===== config.mk =====
export PLATFORM = sky130hd
export DESIGN_NAME = bfc_ctrl
export DESIGN_NICKNAME = d
export VERILOG_FILES = /design/src/rtl/bfc_pkg.sv /design/src/rtl/bfc_side_eval.sv /design/src/rtl/bfc_tag_gen.sv /design/src/rtl/bfc_ctrl.sv
export SDC_FILE = /design/constraint.sdc
export NUM_CORES = 1
export LEC_CHECK = 0
export BUFFER_PORTS_ARGS = -buffer_cell sky130_fd_sc_hd__buf_4
export CORE_AREA = 2 2 39 41
export CTS_CLUSTER_SIZE = 25
export DETAILED_ROUTE_END_ITERATION = 10
export DIE_AREA = 0 0 41 43
export PLACE_DENSITY_LB_ADDON = 0.25
export SKIP_LAST_GASP = 1
export SLEW_MARGIN = 0
export SYNTH_ARGS = -nofsm -noshare
export SYNTH_HDL_FRONTEND = slang
export SYNTH_SLANG_ARGS = --single-unit

===== constraint.sdc =====
create_clock -name clk -period 1.1 [get_ports clk]
set_input_delay 0.11 -clock clk [delete_from_list [all_inputs] [get_ports clk]]
set_output_delay 0.11 -clock clk [all_outputs]
set_load 0.01 [all_outputs]

===== src/rtl/bfc_pkg.sv =====
package bfc_pkg;

    // Backward fault state of one element: one flag per half.
    typedef struct packed {
        logic up;
        logic lo;
    } bfc_flt_t;

    // Index of each half inside the per-half input vectors.
    localparam int SIDE_UP = 0;
    localparam int SIDE_LO = 1;
    localparam int NUM_SIDES = 2;

endpackage


===== src/rtl/bfc_side_eval.sv =====
// Failure decision for one half of the element: a normal controller
// only takes the half down when its spare has failed too; a failure
// reported from downstream always takes it down.
module bfc_side_eval (
    input  logic ctl_in_bad,
    input  logic spare_in_bad,
    input  logic ctl_out_bad,
    input  logic spare_out_bad,
    input  logic dn_bad,
    output logic side_fail
);

    logic in_lost;
    logic out_lost;

    always_comb begin
        in_lost   = ctl_in_bad  & spare_in_bad;
        out_lost  = ctl_out_bad & spare_out_bad;
        side_fail = dn_bad | in_lost | out_lost;
    end

endmodule


===== src/rtl/bfc_tag_gen.sv =====
// Edge-of-network tag builder: captures the path-select bit and the
// destination once per cell and holds them until the next cell.
module bfc_tag_gen #(
    parameter int ADDR_W = 4,
    localparam int TAG_W = ADDR_W + 1
) (
    input  logic              clk,
    input  logic              rst_n,
    input  logic              cell_start,
    input  logic [ADDR_W-1:0] dest_addr,
    input  logic              alt_path,
    output logic              tag_vld,
    output logic [TAG_W-1:0]  route_tag
);

    typedef struct packed {
        logic             vld;
        logic [TAG_W-1:0] tag;
    } tag_state_t;

    tag_state_t ts_d;
    tag_state_t ts_q;

    always_comb begin
        ts_d     = ts_q;
        ts_d.vld = cell_start;
        if (cell_start) begin
            ts_d.tag = {alt_path, dest_addr};
        end
    end

    always_ff @(posedge clk or negedge rst_n) begin
        if (!rst_n) begin
            ts_q <= '0;
        end else begin
            ts_q <= ts_d;
        end
    end

    assign tag_vld   = ts_q.vld;
    assign route_tag = ts_q.tag;

endmodule


===== src/rtl/bfc_ctrl.sv =====
module bfc_ctrl
    import bfc_pkg::*;
#(
    parameter int NUM_PORTS = 16,
    parameter bit EDGE_EN   = 1'b1,
    localparam int ADDR_W   = $clog2(NUM_PORTS),
    localparam int TAG_W    = ADDR_W + 1
) (
    input  logic              clk,
    input  logic              rst_n,
    input  logic [1:0]        ic_flt,
    input  logic              spare_ic_flt,
    input  logic [1:0]        oc_flt,
    input  logic [1:0]        spare_oc_flt,
    input  logic              dn_flt_up,
    input  logic              dn_flt_lo,
    input  logic              sticky_en,
    input  logic              cell_start,
    input  logic [ADDR_W-1:0] dest_addr,
    output logic              flt_up,
    output logic              flt_lo,
    output logic              tag_vld,
    output logic [TAG_W-1:0]  route_tag
);

    logic [NUM_SIDES-1:0] dn_vec;
    logic [NUM_SIDES-1:0] side_fail;

    assign dn_vec[SIDE_UP] = dn_flt_up;
    assign dn_vec[SIDE_LO] = dn_flt_lo;

    // One evaluator per half; both share the single spare input controller.
    for (genvar g = 0; g < NUM_SIDES; g++) begin : g_side
        bfc_side_eval u_eval (
            .ctl_in_bad   (ic_flt[g]),
            .spare_in_bad (spare_ic_flt),
            .ctl_out_bad  (oc_flt[g]),
            .spare_out_bad(spare_oc_flt[g]),
            .dn_bad       (dn_vec[g]),
            .side_fail    (side_fail[g])
        );
    end

    bfc_flt_t st_d;
    bfc_flt_t st_q;

    always_comb begin
        st_d.up = side_fail[SIDE_UP] | (sticky_en & st_q.up);
        st_d.lo = side_fail[SIDE_LO] | (sticky_en & st_q.lo);
    end

    always_ff @(posedge clk or negedge rst_n) begin
        if (!rst_n) begin
            st_q <= '0;
        end else begin
            st_q <= st_d;
        end
    end

    assign flt_up = st_q.up;
    assign flt_lo = st_q.lo;

    // The normal path leaves the front stage through the upper half.
    if (EDGE_EN) begin : g_edge
        bfc_tag_gen #(.ADDR_W(ADDR_W)) u_tag (
            .clk       (clk),
            .rst_n     (rst_n),
            .cell_start(cell_start),
            .dest_addr (dest_addr),
            .alt_path  (st_q.up),
            .tag_vld   (tag_vld),
            .route_tag (route_tag)
        );
    end else begin : g_inner
        assign tag_vld   = 1'b0;
        assign route_tag = '0;
    end

endmodule


==> results of run 1 <==
per-layer routing:
| metal | global-route usage | up-vias | routed length [µm] |
|---|---|---|---|
| met3 | 0.0524 | 0 | 99 |
| met1 | 0.115 | 120 | 249 |
| li1 | - | 124 | - |
| met4 | 0.0400 | 0 | 0 |
| met2 | 0.122 | 21 | 298 |
| met5 | 0 | - | 0 |
registers in the layout, summed over array words and instances (netlist names):
name                    flops
flt_lo                      1
flt_up                      1
g_edge.u_tag.route_tag      5
g_edge.u_tag.tag_vld        1
area by class of cell:
class / instances / area [µm²]
Clock buffer: 3 / 22.5
Fill cell: 146 / 862
Multi-Input combinational cell: 11 / 88.8
Sequential cell: 8 / 200
Tap cell: 16 / 20.0
Timing Repair Buffer: 25 / 190
what timing repair did:
action	in CTS	in global routing
hold buffers	1	0
buffers inserted	0	0
endpoints found under the hold margin	8	0
setup endpoints to repair	0	0
logic make-up (layout without fill, tap and decap cells):
family          after synthesis  in the layout  synth area share
compound gates                4              4            0.0866
buf+inv                       0             28                 0
flops                         8              8             0.693
mux                           5              5             0.195
simple gates                  2              2            0.0260
Yosys cell counts (all sizes together):
library cell and number:
dfrtp 8, mux2 5, a21oi 2, a22oi 2, nand2 2
power groups by stage:
stage	clock (W)	combinational [W]	sequential, W
4_1_cts	0.000229	0.000137	0.000331
6_report	0.000213	0.000134	0.000331
3_3_place_gp	0	0.000133	0.000335
2_1_floorplan	0	0.0000266	0.000347
3_5_place_dp	0	0.000134	0.000335
5_1_grt	0.000247	0.000147	0.000334
final timing paths:
check / slack [ns] / startpoint / to / cells past startpoint
worst max-delay path: 0.20 / flt_up$_DFF_PN0_ / flt_up / 1
worst min register to register: 0.51 / g_edge.u_tag.route_tag[0]$_DFFE_PN0P_ / g_edge.u_tag.route_tag[0]$_DFFE_PN0P_ / 1
worst min-delay path: 0.04 / cell_start / g_edge.u_tag.tag_vld$_DFF_PN0_ / 1
worst max register to register: 0.33 / flt_up$_DFF_PN0_ / g_edge.u_tag.route_tag[4]$_DFFE_PN0P_ / 1
min in group asynchronous: 0.22 / rst_n / flt_up$_DFF_PN0_ / 2
max in group asynchronous: 0.76 / rst_n / g_edge.u_tag.route_tag[4]$_DFFE_PN0P_ / 2
metrics by stage:
stage / std cells / hold WS (ns) / cell area (µm²) / power, W
after detailed placement: 59 / -0.0673 / 489 / 0.000469
after floorplan: 19 / -0.186 / 289 / 0.000374
final: 63 / 0.0393 / 522 / 0.000677
after global routing: 63 / 0.0258 / 522 / 0.000728
after CTS: 63 / 0.0316 / 522 / 0.000696
after global placement: 59 / -0.0676 / 489 / 0.000467
==> results.py, run 1 <==
metrics = {
    "setup_path": {
        "crit_slowest_cell": "dfrtp_1",
        "critPathBufInv": 1,
        "critPathMaxFanout": 3,
        "slowest_delay_ns": 0.39,
        "critical_path.startpoint_type": "flop",
        "crit_chain": "buf_4",
        "cp.arrival_ns": 0.79,
        "critPathKind": "flop to primary output",
        "critical_path.top_delay_family": "flip-flops",
        "worstPathRequired_ns": 0.99,
        "worstSetupEndpointType": "primary output",
    },
    "power": {
        "p_clk_frac": 0.314,
        "combPwrFrac": 0.198,
        "sw_frac_of_total": 0.217,
        "peakVddDrop_v": 0.000391,
        "powerDensity_nw_per_um2": 1300,
        "p_sw_w": 0.000147,
        "power.static_leakage_nw": 0.250,
        "p_int_w": 0.000531,
        "seqPwrFrac": 0.488,
    },
    "logic_synthesis": {
        "yosysUniqueCellTypes": 5,
        "yosys-top-cells-area": "dfrtp_1, mux2_2, a22oi_1",
        "netlist_instances": 19,
        "synth_area_um2": 289,
        "synth-seq-cells": 8,
        "postSynthNetCount": 36,
        "yosysTopAreaCellShare": 0.693,
        "synth_area_leader_cell": "dfrtp_1",
        "ys_warn_count": 0,
        "syn_avg_cell_area_um2": 15.2,
        "yosysSeqAreaShare": 0.693,
    },
    "sta": {
        "fmax_mhz": 1120,
        "setup_tns_ns": 0,
        "hold_viol": 0,
        "setup_violations": 0,
        "finClkSkew_ns": 0.00223,
        "slew_headroom": 0.895,
        "finalCritPeriodShare": 0.815,
        "min_period_ns": 0.897,
        "worst_pin_slew_ns": 0.157,
        "setup_slack_ns": 0.203,
        "rsz0062_at_grt": "no",
        "slew_viol_final": 0,
    },
    "global_routing": {
        "grt_max_degree": 9,
        "grt_overflow": 0,
        "grt_usage": 0.0910,
        "grt_pass1_wl_mm": 1.06,
        "grt_pass1_vias": 260,
        "antenna_found_initial": 0,
    },
    "detailed_routing": {
        "via_per_inst": 4.21,
        "ant_nets": 0,
        "wire_per_inst_um": 10.3,
        "drt-initial-drc-count": 3,
        "wl_um": 647,
        "vias": 265,
        "first_pass_iters": 4,
        "drc": 0,
    },
    "finish": {
        "final_common_cell": "buf_4",
        "final_cell_mix": "buf_4, dfrtp_1, mux2_2",
        "layout-drive-gt1-share": 0.681,
        "nets": 66,
        "diodes": 0,
        "areaGrowthSynthToFinish_pct": 80.5,
        "fin_util": 0.377,
    },
    "die": {
        "die_h_um": 43,
        "chipWidth_um": 41,
        "io_pins": 25,
        "core_area_um2": 1380,
        "initial_core_util": 0.209,
        "dieArea_um2": 1760,
        "row_count": 14,
    },
    "placed_design": {
        "dpl_worst_slack_ns": 0.331,
        "dp_hpwl_um": 529,
        "gp_congestion": 0.586,
        "io_buffers": 24,
    },
    "clock_network": {
        "cts_root_buf": "clkbuf_4",
        "cts.path.max_buffers": 2,
        "cts_inserted_buffers": 3,
        "htree_levels": 1,
        "cts_tree": "done",
        "cts.clk_slew.worst_paths_ns": 0.05,
        "clock_latency_ns": 0.24,
        "clock-sinks": 8,
        "ctsResizeCount": 0,
    },
    "job": {
        "cap_violations": 0,
    },
    "hold_path": {
        "holdCritPathClass": "input pin to flop",
    },
    "status": {
        "status": "complete, no violations",
    },
}
(Power assumes the default switching activity.)
==> run 2: changes to the inputs <==
clock period = 0.85 ns   (was 1.1 ns; I/O delays follow)
==> results.py, run 2 (same netlist as run 1, synthesis figures left out) <==
metrics = {
    "status": {
        "status": "finished, violations left",
        "violations": "setup timing",
    },
    "die": {
        "io_pins": 25,
        "row_count": 14,
        "initial_core_util": 0.209,
        "dieArea_um2": 1760,
        "core_area_um2": 1380,
        "chipWidth_um": 41,
        "die_h_um": 43,
    },
    "setup_path": {
        "slowest_delay_ns": 0.40,
        "critPathKind": "flop to primary output",
        "critPathBufInv": 1,
        "r2r_slack_ns": 0.07,
        "crit_chain": "buf_6",
        "worstSetupEndpointType": "primary output",
        "critical_path.startpoint_type": "flop",
        "crit_end": "flt_up",
        "crit_slowest_cell": "dfrtp_1",
        "startpoint": "flt_up$_DFF_PN0_",
        "critPathMaxFanout": 3,
        "r2r_start": "flt_up$_DFF_PN0_",
        "cp.arrival_ns": 0.77,
        "rr_worst_depth": 1,
        "critical_path.top_delay_family": "flip-flops",
        "path_depth": 1,
        "timing.rr.end": "g_edge.u_tag.route_tag[4]$_DFFE_PN0P_",
        "worstPathRequired_ns": 0.76,
    },
    "finish": {
        "layout-drive-gt1-share": 0.681,
        "diodes": 0,
        "areaGrowthSynthToFinish_pct": 89.6,
        "nets": 66,
        "largest_reg_flops": 5,
        "final_common_cell": "buf_4",
        "design_area_um2": 548,
        "final_cell_mix": "buf_4, dfrtp_1, buf_6",
    },
    "global_routing": {
        "grt_max_degree": 9,
        "grt_pass1_vias": 274,
        "grt_pass1_wl_mm": 1.03,
        "grt_usage": 0.0892,
        "grt_overflow": 0,
        "antenna_found_initial": 0,
    },
    "power": {
        "powerDensity_nw_per_um2": 1630,
        "peakVddDrop_v": 0.000757,
        "p_clk_frac": 0.304,
        "p_sw_w": 0.000192,
        "p_int_w": 0.000704,
        "sw_frac_of_total": 0.214,
        "totalPowerFinal_w": 0.000896,
        "combPwrFrac": 0.212,
        "power.static_leakage_nw": 0.260,
        "seqPwrFrac": 0.483,
    },
    "sta": {
        "rsz0062_at_grt": "yes",
        "min_period_ns": 0.853,
        "fin_hold_ws_ns": 0.0148,
        "slew_headroom": 0.896,
        "fmax_mhz": 1170,
        "setup_slack_ns": -0.00340,
        "finClkSkew_ns": 0.00000519,
        "setup_violations": 1,
        "worst_pin_slew_ns": 0.156,
        "hold_viol": 0,
        "slew_viol_final": 0,
        "finalCritPeriodShare": 1.00,
    },
    "clock_network": {
        "cts.clk_slew.worst_paths_ns": 0.05,
        "cts_tree": "done",
        "clock-sinks": 8,
        "cts_inserted_buffers": 3,
        "htree_levels": 1,
        "cts_setup_buffers": 0,
        "cts_root_buf": "clkbuf_4",
        "cts.path.max_buffers": 2,
        "clock_latency_ns": 0.24,
    },
    "detailed_routing": {
        "ant_nets": 0,
        "drc": 0,
        "drt-initial-drc-count": 2,
        "via_per_inst": 4.25,
        "vias": 268,
        "wire_per_inst_um": 10.0,
        "first_pass_iters": 3,
        "wl_um": 632,
    },
    "placed_design": {
        "gp_congestion": 0.588,
        "io_buffers": 24,
        "placed_area_um2": 489,
        "dpl_worst_slack_ns": 0.0849,
    },
    "job": {
        "cap_violations": 0,
    },
    "hold_path": {
        "holdCritPathClass": "input pin to flop",
        "worstHoldStart": "cell_start",
    },
}
-- run 2: cell count changes in the layout (fill, tap and decap cells not counted) --
cell	change
buf_4	-7
buf_6	+7
-- run 2: per-layer routing --
metal / wire length [µm] / GRT usage / share of wire / up-vias
li1: - / - / - / 125
met1: 245 / 0.106 / 0.39 / 122
met2: 274 / 0.116 / 0.43 / 21
met3: 111 / 0.0681 / 0.18 / 0
met4: 0 / 0.0400 / 0 / 0
met5: 0 / 0 / 0 / -
-- run 2: worst min path at each step --
| stage | end | slack, ns | cells past startpoint |
|---|---|---|---|
| after floorplan | flt_lo$_DFF_PN0_ | -0.21 | 0 |
| after global placement | g_edge.u_tag.route_tag[0]$_DFFE_PN0P_ | -0.09 | 1 |
| after detailed placement | g_edge.u_tag.route_tag[1]$_DFFE_PN0P_ | -0.09 | 1 |
| after CTS | g_edge.u_tag.tag_vld$_DFF_PN0_ | 0.009 | 1 |
| after global routing | g_edge.u_tag.tag_vld$_DFF_PN0_ | 0.002 | 1 |
| final | g_edge.u_tag.tag_vld$_DFF_PN0_ | 0.01 | 1 |
-- run 2: power groups by stage --
stage | Sequential, W | Clock, W | Combinational [W]
after detailed placement | 0.000434 | 0 | 0.000173
after CTS | 0.000430 | 0.000288 | 0.000183
after global placement | 0.000433 | 0 | 0.000172
after floorplan | 0.000450 | 0 | 0.0000344
final | 0.000433 | 0.000273 | 0.000190
after global routing | 0.000436 | 0.000315 | 0.000208
-- run 2: repair_timing --
item                                    CTS  global route
hold buffers                              1             0
endpoints found under the setup margin    3             7
hold endpoints to repair                  8             0
resized for setup                         3             4
-- run 2: cell type report --
cell class | count | area, µm²
fillers | 136 | 836
repair buffers | 25 | 216
flip-flops and latches | 8 | 200
multi-input cells | 11 | 88.8
clock buffers | 3 | 22.5
well taps | 16 | 20.0
-- run 2: per-stage QoR --
step / std cells / TNS (ns) / util
after floorplan: 19 / 0 / -
after global placement: 59 / 0 / 0.354
after detailed placement: 59 / 0 / 0.354
after CTS: 63 / -0.0227 / 0.385
after global routing: 63 / -0.165 / 0.396
final: 63 / -0.00340 / 0.396
